[src/rtl/seg_desc_pkg.sv]
package seg_desc_pkg;

  localparam logic [16:0] WINDOW_BYTES = 17'h10000;
  localparam logic [16:0] HALF_BYTES   = 17'h08000;

  // bytes left before the next 64 KB boundary
  function automatic logic [16:0] room_left(input logic [15:0] lo);
    return WINDOW_BYTES - {1'b0, lo};
  endfunction

  // size of the next piece of a segment
  function automatic logic [16:0] pick_chunk(input logic [31:0] addr,
                                             input logic [31:0] rem,
                                             input logic        split_full);
    logic [16:0] room;
    logic [16:0] c;
    room = room_left(addr[15:0]);
    if (rem < {15'b0, room}) c = rem[16:0];
    else                     c = room;
    if (split_full && (c == WINDOW_BYTES)) c = HALF_BYTES;
    return c;
  endfunction

  // byte count in the low half
  function automatic logic [31:0] ctrl_bytes(input logic [16:0] chunk);
    return {16'h0000, chunk[15:0]};
  endfunction

  // (words - 1) in the high half
  function automatic logic [31:0] ctrl_words(input logic [16:0] chunk);
    logic [16:0] w;
    w = {2'b00, chunk[16:2]} - 17'd1;
    return {w[15:0], 16'h0000};
  endfunction

endpackage

[src/rtl/seg_chunker.sv]
module seg_chunker
  import seg_desc_pkg::*;
#(
  parameter bit ALT_FMT = 1'b0
) (
  input  logic [31:0] cur_addr,
  input  logic [31:0] cur_rem,
  output logic [16:0] chunk,
  output logic [31:0] ctrl,
  output logic [31:0] nxt_addr,
  output logic [31:0] nxt_rem
);

  generate
    if (ALT_FMT) begin : g_words
      assign chunk = pick_chunk(cur_addr, cur_rem, 1'b0);
      assign ctrl  = ctrl_words(chunk);
    end else begin : g_bytes
      assign chunk = pick_chunk(cur_addr, cur_rem, 1'b1);
      assign ctrl  = ctrl_bytes(chunk);
    end
  endgenerate

  assign nxt_addr = cur_addr + {15'b0, chunk};
  assign nxt_rem  = cur_rem  - {15'b0, chunk};

endmodule

[src/rtl/desc_holder.sv]
module desc_holder #(
  parameter bit MARK_END = 1'b1,
  parameter int IDX_W    = 9
) (
  input  logic             clk,
  input  logic             rst_n,
  input  logic             clear,
  input  logic             push,
  input  logic [31:0]      push_addr,
  input  logic [31:0]      push_ctrl,
  input  logic             seal,
  output logic             desc_valid,
  output logic [IDX_W-1:0] desc_idx,
  output logic [31:0]      desc_addr,
  output logic [31:0]      desc_ctrl,
  output logic             held
);

  logic [31:0]      hold_addr_q, hold_ctrl_q;
  logic [IDX_W-1:0] next_idx_q;
  logic [31:0]      end_mask;

  generate
    if (MARK_END) begin : g_mark
      assign end_mask = 32'h8000_0000;
    end else begin : g_nomark
      assign end_mask = 32'h0000_0000;
    end
  endgenerate

  always_ff @(posedge clk) begin
    if (!rst_n) begin
      held        <= 1'b0;
      hold_addr_q <= '0;
      hold_ctrl_q <= '0;
      next_idx_q  <= '0;
      desc_valid  <= 1'b0;
      desc_idx    <= '0;
      desc_addr   <= '0;
      desc_ctrl   <= '0;
    end else begin
      desc_valid <= 1'b0;
      if (clear) begin
        held       <= 1'b0;
        next_idx_q <= '0;
      end else if (push) begin
        if (held) begin
          desc_valid <= 1'b1;
          desc_idx   <= next_idx_q;
          desc_addr  <= hold_addr_q;
          desc_ctrl  <= hold_ctrl_q;
          next_idx_q <= next_idx_q + 1'b1;
        end
        held        <= 1'b1;
        hold_addr_q <= push_addr;
        hold_ctrl_q <= push_ctrl;
      end else if (seal && held) begin
        desc_valid <= 1'b1;
        desc_idx   <= next_idx_q;
        desc_addr  <= hold_addr_q;
        desc_ctrl  <= hold_ctrl_q | end_mask;
        next_idx_q <= next_idx_q + 1'b1;
        held       <= 1'b0;
      end
    end
  end


  idx_step_chk: assert property (@(posedge clk) disable iff (!rst_n)
    (desc_valid && $past(desc_valid) && !$past(clear)) |-> (desc_idx == $past(desc_idx) + 1'b1));


  boundary_chk: assert property (@(posedge clk) disable iff (!rst_n)
    (desc_valid && !MARK_END) || (desc_valid && MARK_END &&
      (({1'b0, desc_addr[15:0]} + {1'b0, desc_ctrl[15:0]}) <= 17'h10000)) || !desc_valid);

endmodule

[src/rtl/seg_desc_builder.sv]
module seg_desc_builder
  import seg_desc_pkg::*;
#(
  parameter int MAX_ENTRIES = 256,
  parameter bit ALT_FMT     = 1'b0,
  parameter int CNT_W       = $clog2(MAX_ENTRIES + 1)
) (
  input  logic             clk,
  input  logic             rst_n,
  input  logic             start_i,
  input  logic             seg_valid_i,
  input  logic [31:0]      seg_addr_i,
  input  logic [31:0]      seg_len_i,
  input  logic             seg_last_i,
  output logic             seg_ready_o,
  output logic             desc_valid_o,
  output logic [CNT_W-1:0] desc_idx_o,
  output logic [31:0]      desc_addr_o,
  output logic [31:0]      desc_ctrl_o,
  output logic             done_o,
  output logic             fail_o,
  output logic [CNT_W-1:0] desc_total_o
);

  localparam logic [CNT_W-1:0] LIMIT = CNT_W'(MAX_ENTRIES);

  typedef enum logic [1:0] {S_IDLE, S_RUN, S_FIN} state_t;

  state_t           st_q;
  logic             busy_q, last_q;
  logic [31:0]      addr_q, rem_q;
  logic [CNT_W-1:0] cnt_q;

  logic [16:0] chunk;
  logic [31:0] ctrl_w, nxt_addr, nxt_rem;
  logic        at_limit, produce, overflow, seal, clear, holder_full;

  seg_chunker #(.ALT_FMT(ALT_FMT)) u_chunk (
    .cur_addr (addr_q),
    .cur_rem  (rem_q),
    .chunk    (chunk),
    .ctrl     (ctrl_w),
    .nxt_addr (nxt_addr),
    .nxt_rem  (nxt_rem)
  );

  assign at_limit    = (cnt_q == LIMIT);
  assign produce     = (st_q == S_RUN) && busy_q && !at_limit;
  assign overflow    = (st_q == S_RUN) && busy_q && at_limit;
  assign seal        = (st_q == S_FIN) && (cnt_q != '0);
  assign clear       = ((st_q == S_IDLE) && start_i) || overflow;
  assign seg_ready_o = (st_q == S_RUN) && !busy_q;

  desc_holder #(.MARK_END(!ALT_FMT), .IDX_W(CNT_W)) u_hold (
    .clk        (clk),
    .rst_n      (rst_n),
    .clear      (clear),
    .push       (produce),
    .push_addr  (addr_q),
    .push_ctrl  (ctrl_w),
    .seal       (seal),
    .desc_valid (desc_valid_o),
    .desc_idx   (desc_idx_o),
    .desc_addr  (desc_addr_o),
    .desc_ctrl  (desc_ctrl_o),
    .held       (holder_full)
  );

  always_ff @(posedge clk) begin
    if (!rst_n) begin
      st_q         <= S_IDLE;
      busy_q       <= 1'b0;
      last_q       <= 1'b0;
      addr_q       <= '0;
      rem_q        <= '0;
      cnt_q        <= '0;
      done_o       <= 1'b0;
      fail_o       <= 1'b0;
      desc_total_o <= '0;
    end else begin
      done_o <= 1'b0;
      fail_o <= 1'b0;
      unique case (st_q)
        S_IDLE: begin
          if (start_i) begin
            st_q         <= S_RUN;
            cnt_q        <= '0;
            busy_q       <= 1'b0;
            desc_total_o <= '0;
          end
        end
        S_RUN: begin
          if (busy_q) begin
            if (at_limit) begin
              fail_o <= 1'b1;
              busy_q <= 1'b0;
              st_q   <= S_IDLE;
            end else begin
              cnt_q  <= cnt_q + 1'b1;
              addr_q <= nxt_addr;
              rem_q  <= nxt_rem;
              if (nxt_rem == '0) begin
                busy_q <= 1'b0;
                if (last_q) st_q <= S_FIN;
              end
            end
          end else if (seg_valid_i) begin
            if (seg_len_i == '0) begin
              if (seg_last_i) st_q <= S_FIN;
            end else begin
              addr_q <= seg_addr_i;
              rem_q  <= seg_len_i;
              last_q <= seg_last_i;
              busy_q <= 1'b1;
            end
          end
        end
        S_FIN: begin
          st_q <= S_IDLE;
          if (cnt_q == '0) fail_o <= 1'b1;
          else begin
            done_o       <= 1'b1;
            desc_total_o <= cnt_q;
          end
        end
        default: st_q <= S_IDLE;
      endcase
    end
  end


  no_overflow_chk: assert property (@(posedge clk) disable iff (!rst_n)
    cnt_q <= LIMIT);


  done_fail_excl_chk: assert property (@(posedge clk) disable iff (!rst_n)
    !(done_o && fail_o));


  chunk_fit_chk: assert property (@(posedge clk) disable iff (!rst_n)
    produce |-> (chunk != '0) && ({15'b0, chunk} <= rem_q));


  no_zero_count_chk: assert property (@(posedge clk) disable iff (!rst_n)
    (desc_valid_o && !ALT_FMT) |-> (desc_ctrl_o[15:0] != 16'h0000));


  end_flag_chk: assert property (@(posedge clk) disable iff (!rst_n)
    (desc_valid_o && !ALT_FMT && desc_ctrl_o[31]) |-> done_o);


  empty_fail_chk: assert property (@(posedge clk) disable iff (!rst_n)
    (done_o) |-> (desc_total_o != '0) && !holder_full);

endmodule

[config.mk]
export PLATFORM = sky130hd
export DESIGN_NAME = seg_desc_builder
export DESIGN_NICKNAME = d
export VERILOG_FILES = /design/src/rtl/seg_desc_pkg.sv /design/src/rtl/seg_chunker.sv /design/src/rtl/desc_holder.sv /design/src/rtl/seg_desc_builder.sv
export SDC_FILE = /design/constraint.sdc
export NUM_CORES = 1
export LEC_CHECK = 0
export BUFFER_PORTS_ARGS = -buffer_cell sky130_fd_sc_hd__buf_2
export CORE_MARGIN = 2
export CORE_UTILIZATION = 36
export DETAILED_ROUTE_END_ITERATION = 8
export HOLD_SLACK_MARGIN = 0.03
export PLACE_DENSITY_LB_ADDON = 0.1
export SETUP_SLACK_MARGIN = 0.2
export SYNTH_ARGS = -nofsm -noshare
export SYNTH_HDL_FRONTEND = slang
export SYNTH_SLANG_ARGS = --single-unit
[constraint.sdc]
create_clock -name clk -period 10.1 [get_ports clk]
set_input_delay 2.02 -clock clk [delete_from_list [all_inputs] [get_ports clk]]
set_output_delay 2.02 -clock clk [all_outputs]
set_load 0.02 [all_outputs]
---- After elaboration in Yosys (flattened, before gate mapping) ----
Cells that the tools add are included.
storage, ports and cells
  register bits ........................... 220
  input port bits ......................... 69
  output and inout bits ................... 86
  word-level logic and storage cells ...... 127
cells by class
  add/sub/neg operators ................... 5
  $lt $le $gt $ge ......................... 1
  eq/ne operators ......................... 16
  mux-type cells .......................... 54
  bitwise logic cells ..................... 4
  reduce and logical (&&, ||, !) cells .... 30
operators by type and width
  operator                                             count
  two-way mux 32 bit                                   14
  two-way mux 9 bit                                    10
  zero test 32 bit                                     2
  one-hot mux 9 bit (2 select lines)                   2
  two-way mux 17 bit                                   2
  adder 32 x 17 -> 32 bit                              1
  < comparator 32 x 17 -> 1 bit                        1
  subtractor 32 x 17 -> 32 bit                         1
  adder 9 x 1 -> 9 bit (second input constant)         2
  equality test 17 bit (second input constant)         1
  subtractor 17 x 16 -> 17 bit (first input constant)  1
  two-way mux 2 bit                                    8
  two-way mux 1 bit                                    15
  inequality test 2 bit (second input constant)        6
  AND reduction 4 bit                                  3
  equality test 9 bit (second input constant)          1
  zero test 9 bit                                      1
  nonzero test 9 bit                                   1
  AND reduction 2 bit                                  4
  nonzero test 2 bit                                   4
  logical AND 1 bit                                    7
  inequality test 3 bit (second input constant)        2
  AND reduction 3 bit                                  2
  AND reduction 6 bit                                  1
  13 further kinds                                     18

---- Depth between registers and ports, before layout ----
  depth after elaboration ................. 11
  depth in mapped cells ................... 27
  mapped depth without buffers ............ 25

---- Hierarchy ----
Synthesis repeated with hierarchy kept, for this count alone.
second synthesis, totals
  cells, all modules ...................... 1638
  area total of the unflattened synthesis .. 13450.4 um2
by module, submodules not included
  module            times used  cells each  area each (um2)  seq. area each (um2)
  desc_holder       1           666         5391.4           2962.8
  seg_desc_builder  1           453         4409.2           1761.7
  seg_chunker       1           519         3649.8           0.0

---- Worst setup path before layout ----
Ideal clock, no wire load.
  path kind ............................... register to register
  start point ............................. register addr_q[2]
  end point ............................... register st_q[1]
  setup time .............................. 0.070 ns
  arrival ................................. 6.030 ns
  required time ........................... 10.030 ns
  setup slack ............................. 4.000 ns
  stages on the path, launching flop included .. 27
  buffers on the path ..................... 2
  clock period less this slack ............ 6.100 ns
  cell sequence ........................... dfxtp_1 > clkbuf_1 > nor4_2 > nand2_1 > or4_1 > xor2_1 > inv_1 > ha_1 > a21o_1 > a211o_1 > nor2_1 > o211ai_1 > a21oi_4 > buf_6 > mux2i_1 > ha_1 > inv_1 > fa_1 > a211oi_2 > o211ai_1 > a211oi_1 > o211ai_1 > nor4_1 > o2111a_1 > nand4_1 > o41a_1 > a21oi_1
between the ends
  cells in the longest elaborated chain, start to end .. 9
RTL lines
  what                                                 line                     text
  start: declaration                                   seg_desc_builder.sv:31   logic [31:0] addr_q, rem_q;
  start signal: assignment                             seg_desc_builder.sv:100  addr_q <= nxt_addr;
  start signal: assignment                             seg_desc_builder.sv:111  addr_q <= seg_addr_i;
  subtractor 17 x 16 -> 17 bit (*)                     seg_desc_pkg.sv:8        return WINDOW_BYTES - {1'b0, lo};
  < comparator 32 x 17 -> 1 bit                        seg_desc_pkg.sv:18       if (rem < {15'b0, room}) c = rem[16:0];
  two-way mux 17 bit (*)                               seg_desc_pkg.sv:18
  equality test 17 bit                                 seg_desc_pkg.sv:20       if (split_full && (c == WINDOW_BYTES)) c = HALF_BYTES;
  two-way mux 17 bit (*)                               seg_desc_pkg.sv:20
  net chunk[0]                                         seg_desc_builder.sv:34   logic [16:0] chunk;
  subtractor 32 x 17 -> 32 bit (*)                     seg_chunker.sv:25        assign nxt_rem = cur_rem - {15'b0, chunk};
  zero test 32 bit (*)                                 seg_desc_builder.sv:102  if (nxt_rem == '0) begin
  inequality test 4 x 3 -> 1 bit (no source line) (*)  --
  AND reduction 6 bit (no source line) (*)             --
  end signal: assignment                               seg_desc_builder.sv:97   st_q <= S_IDLE;
  end signal: assignment                               seg_desc_builder.sv:104  if (last_q) st_q <= S_FIN;
  end signal: assignment                               seg_desc_builder.sv:109  if (seg_last_i) st_q <= S_FIN;
  end: declaration                                     seg_desc_builder.sv:29   state_t st_q;
The timed path passes the listed nets; every way through them passes the cells marked *.
A chain may end at the register's enable or synchronous reset.

---- Final worst setup path ----
Ends and elaborated chain as after synthesis.

==> qor.txt <==
OUTCOME
-------------------------------------------------------------------------------------
Result of the run                                                        complete, no violations

CLOCK TREE
-------------------------------------------------------------------------------------
Worst-skew pair later-pin latency                                              530 ps
Clock sink total                                                                  205
CTS root buf                                                                clkbuf_16
Deepest clock path buffer count                                                     3
Depth of the CTS H-tree                                                             1
Clock slew seen by the registers of the worst setup and hold paths              60 ps
CTS tree                                                                         done
Number of buffers inserted during clock tree synthesis                             25
Hold buffers post-CTS                                                               0
Number of gates given a new drive strength after cts                                0
Number of post-CTS setup repair buffers                                             0

LOGIC SYNTHESIS
-------------------------------------------------------------------------------------
Primary flip-flop cell chosen by synthesis mapping                            dfxtp_1
Unique masters post-synth                                                          81
Largest area contributor in the netlist                                       dfxtp_1
Post-synthesis register bit count                                                 205
Average instance area after synthesis                                        7.56 um2
Sequential share of the synthesized area                                        0.346
Yosys warning total                                                                 0
Top cell type's share of synthesized area                                       0.346
Combined area of all synthesized cells                                     11,900 um2
Post-synthesis async set-or-reset flop share                                        0
Gate count after technology mapping                                             1,567
Number of enable-type register cells in the synthesized netlist                     0
Most area-consuming cells after synthesis                                dfxtp_1 (35%), nand2_1 (8.8%), a21oi_1 (8.5%), ha_1 (6.0%), nor2_1 (4.0%)

LAYOUT
-------------------------------------------------------------------------------------
Highest-count cells in the layout ignoring fill and taps                 nand2_1 (278), dfxtp_1 (204), a21oi_1 (199)
Post-Route Utilization                                                          0.418
Most frequent standard cell in the layout excluding fill and tap cells        nand2_1
Total non-filler cell area in the finished layout                          13,600 um2
Fraction of final layout cells sized beyond drive strength 1                    0.134
Post-Layout Cell Count                                                          2,104
Total number of nets in the final design                                        1,772
Number of inserted diodes                                                           0
Synthesis-to-layout area growth                                                 14.4%

STA
-------------------------------------------------------------------------------------
RSZ-0062 raised after global routing                                            false
Peak Freq                                                                   0.135 GHz
Period utilization                                                              0.736
Min setup slack post-route                                                    2670 ps
Final slew viol count                                                               0
Relative slew slack                                                             0.236
Summed negative setup slack over all endpoints                                   0 ps
Actual transition at the worst max-transition pin                             1140 ps
Total setup violations reported at the end of the flow                              0
Final setup skew                                                              12.4 ps
Final-report hold violation count                                                   0
Min Tclk post-route                                                           7430 ps
Worst Hold Slack                                                               447 ps

ROUTING
-------------------------------------------------------------------------------------
Via total after detailed routing                                               11,307
DRT iter0 DRCs                                                                    721
Routed wire per std cell                                                      17.8 um
WL final                                                                    37,400 um
Number of design rule violations left after detail routing                          0
Number of routed nets with antenna violations                                       0
Via-per-instance ratio                                                           5.37
First-pass iteration count of the detailed router                                   5

DIE
-------------------------------------------------------------------------------------
Core outline area                                                          32,500 um2
Die area                                                                   34,400 um2
Die Span Y                                                                     185 um
IO Count                                                                          155
Die span in x                                                                  185 um
Number of rows in the core area                                                    66
Initial core utilization                                                        0.365

PLACE
-------------------------------------------------------------------------------------
Setup Slack @ Placement                                                       2760 ps
HPWL Detailed                                                               26,700 um
IO buf count                                                                      139
Post-placement cell count                                                       2,059
Placer Congestion                                                               0.911
Post-detailed-placement cell area                                          12,700 um2

CRITICAL PATH
-------------------------------------------------------------------------------------
Data required time of the worst path                                        10,560 ps
Critical path class                                                        reg -> reg
Maximum single-stage delay on the critical path                                690 ps
Family of cells with the greatest summed delay on the critical path      compound AO/OA/AOI/OAI gates
Worst-path cell with the longest stage delay                                  a21oi_4
Buf/Inv on CP                                                                       2
Maximum fanout encountered on the critical timing path                             24
Most used cell, CP                                                           o211ai_1
Nature of the critical path startpoint                                      flip-flop
Cell breakdown of the critical path                                      nor4_2 > nand2_1 > or4_1 > xor2_1 > inv_1 > ha_1 > a21o_1 > a211o_1 > nor2_1 > o211ai_1 > a21oi_4 > mux2i_1 > ha_1 > inv_1 > fa_1 > a211oi_2 > o211ai_1 > a211oi_1 > o211ai_1 > nor4_1 > o2111a_1 > nand4_1 > o41a_1 > a21oi_1
Critical path endpoint category                                             flip-flop
Data arrival time of the worst path                                           7890 ps

GRT
-------------------------------------------------------------------------------------
First-pass GRT wire length                                                  58,900 um
Vias in the first global route                                                 10,652
Pin count of the biggest net entering global routing                              101
Total congestion overflow                                                           0
Antenna violations before repair                                                    0
Gr usage total                                                                  0.214

MIN PATH
-------------------------------------------------------------------------------------
Path type of the worst min-delay path                                      reg -> reg

POWER AND IR DROP
-------------------------------------------------------------------------------------
Static leakage                                                                5.34 nW
Tot Pwr                                                                       4.82 mW
Highest ir drop seen on vdd                                                  0.138 mV
Power per cell area                                                        356 nW/um2

RUN
-------------------------------------------------------------------------------------
Max capacitance violation total                                                     0

[worst register-to-register path, cell delays in order (launching register included)]
cell and delay, ps:
dfxtp_1 400, nor4_2 530, nand2_1 190, or4_1 440
xor2_1 250, inv_1 80, ha_1 290, a21o_1 160
a211o_1 300, nor2_1 90, o211ai_1 130, a21oi_4 690
mux2i_1 400, ha_1 230, inv_1 50, fa_1 420
a211oi_2 410, o211ai_1 300, a211oi_1 330, o211ai_1 150
nor4_1 480, o2111a_1 270, nand4_1 200, o41a_1 440
a21oi_1 140
[final timing paths]
kind,startpoint,to,slack (ps),cells past startpoint
setup / recovery,addr_q[2]$_SDFFE_PN0P_,st_q[1]$_SDFFE_PN0P_,2670,24
hold reg to reg,desc_total_o[0]$_SDFFE_PN0P_,desc_total_o[0]$_SDFFE_PN0P_,450,2
hold / removal,desc_total_o[0]$_SDFFE_PN0P_,desc_total_o[0]$_SDFFE_PN0P_,450,2
setup reg to reg,addr_q[2]$_SDFFE_PN0P_,st_q[1]$_SDFFE_PN0P_,2670,24
[layout make-up]
class                   count  area, um2
multi-input cells        1211       7120
flip-flops and latches    205       4110
clock buffers              37        741
repair buffers            147        756
clock inverters             8       78.8
inverters                  54        205
well taps                 442        553
fillers                  3509      18900
[kinds of logic after synthesis]
kind of cell | after synthesis | synth area share
compound gates | 444 | 0.237
xor+xnor | 42 | 0.0310
fa+ha+maj | 59 | 0.0635
buf+inv | 165 | 0.0596
flops | 205 | 0.346
mux | 26 | 0.0222
other cells | 1 | 0.000316
simple gates | 625 | 0.240
[synthesized netlist by cell type, types with 4 or more instances]
master and count:
nor2_1 126, nand2_1 279, o21a_1 10, ha_1 57
clkbuf_1 82, o221ai_1 5, nand4_1 25, a211oi_2 6
and2_1 5, buf_1 6, a21oi_2 6, dfxtp_1 205
o31ai_1 6, a211oi_1 44, o21ai_0 50, mux2i_1 24
buf_4 16, a21o_1 18, a41oi_1 5, or4_1 10
nor4_1 29, nor3_1 43, o22ai_1 8, or2_2 4
or3_1 17, a21oi_1 201, inv_1 53, o21ai_1 9
a22oi_1 8, nor3b_1 5, xor2_1 18, nand3_1 41
and3_1 8, a31oi_1 9, o211ai_1 16, nand2b_1 9
xnor2_1 24, nor2b_1 11
[state kept, by name, indices dropped and copies added, names as in the netlist]
| register | count |
|---|---|
| u_hold.desc_valid | 1 |
| u_hold.desc_addr | 32 |
| u_hold.held | 1 |
| u_hold.hold_ctrl_q | 16 |
| rem_q | 32 |
| u_hold.desc_ctrl | 17 |
| busy_q | 1 |
| u_hold.hold_addr_q | 32 |
| done_o | 1 |
| fail_o | 1 |
| cnt_q | 9 |
| addr_q | 32 |
| st_q | 2 |
| last_q | 1 |
| u_hold.next_idx_q | 9 |
| desc_total_o | 9 |
| u_hold.desc_idx | 9 |
[report_power, final]
part / switching [mW] / internal, mW / total [mW]
Combinational: 1.89 / 1.05 / 2.95
Sequential: 0.104 / 0.874 / 0.978
Clock: 0.368 / 0.532 / 0.900
Total: 2.36 / 2.46 / 4.82
[routing by layer]
layer	GRT usage	wire length (um)	vias to the layer above
li1	-	-	5744
met1	0.312	18800	5286
met2	0.336	16200	226
met3	0.0278	1700	51
met4	0.0460	685	0
met5	0	0	-
Power figures use the tool's default switching activity.
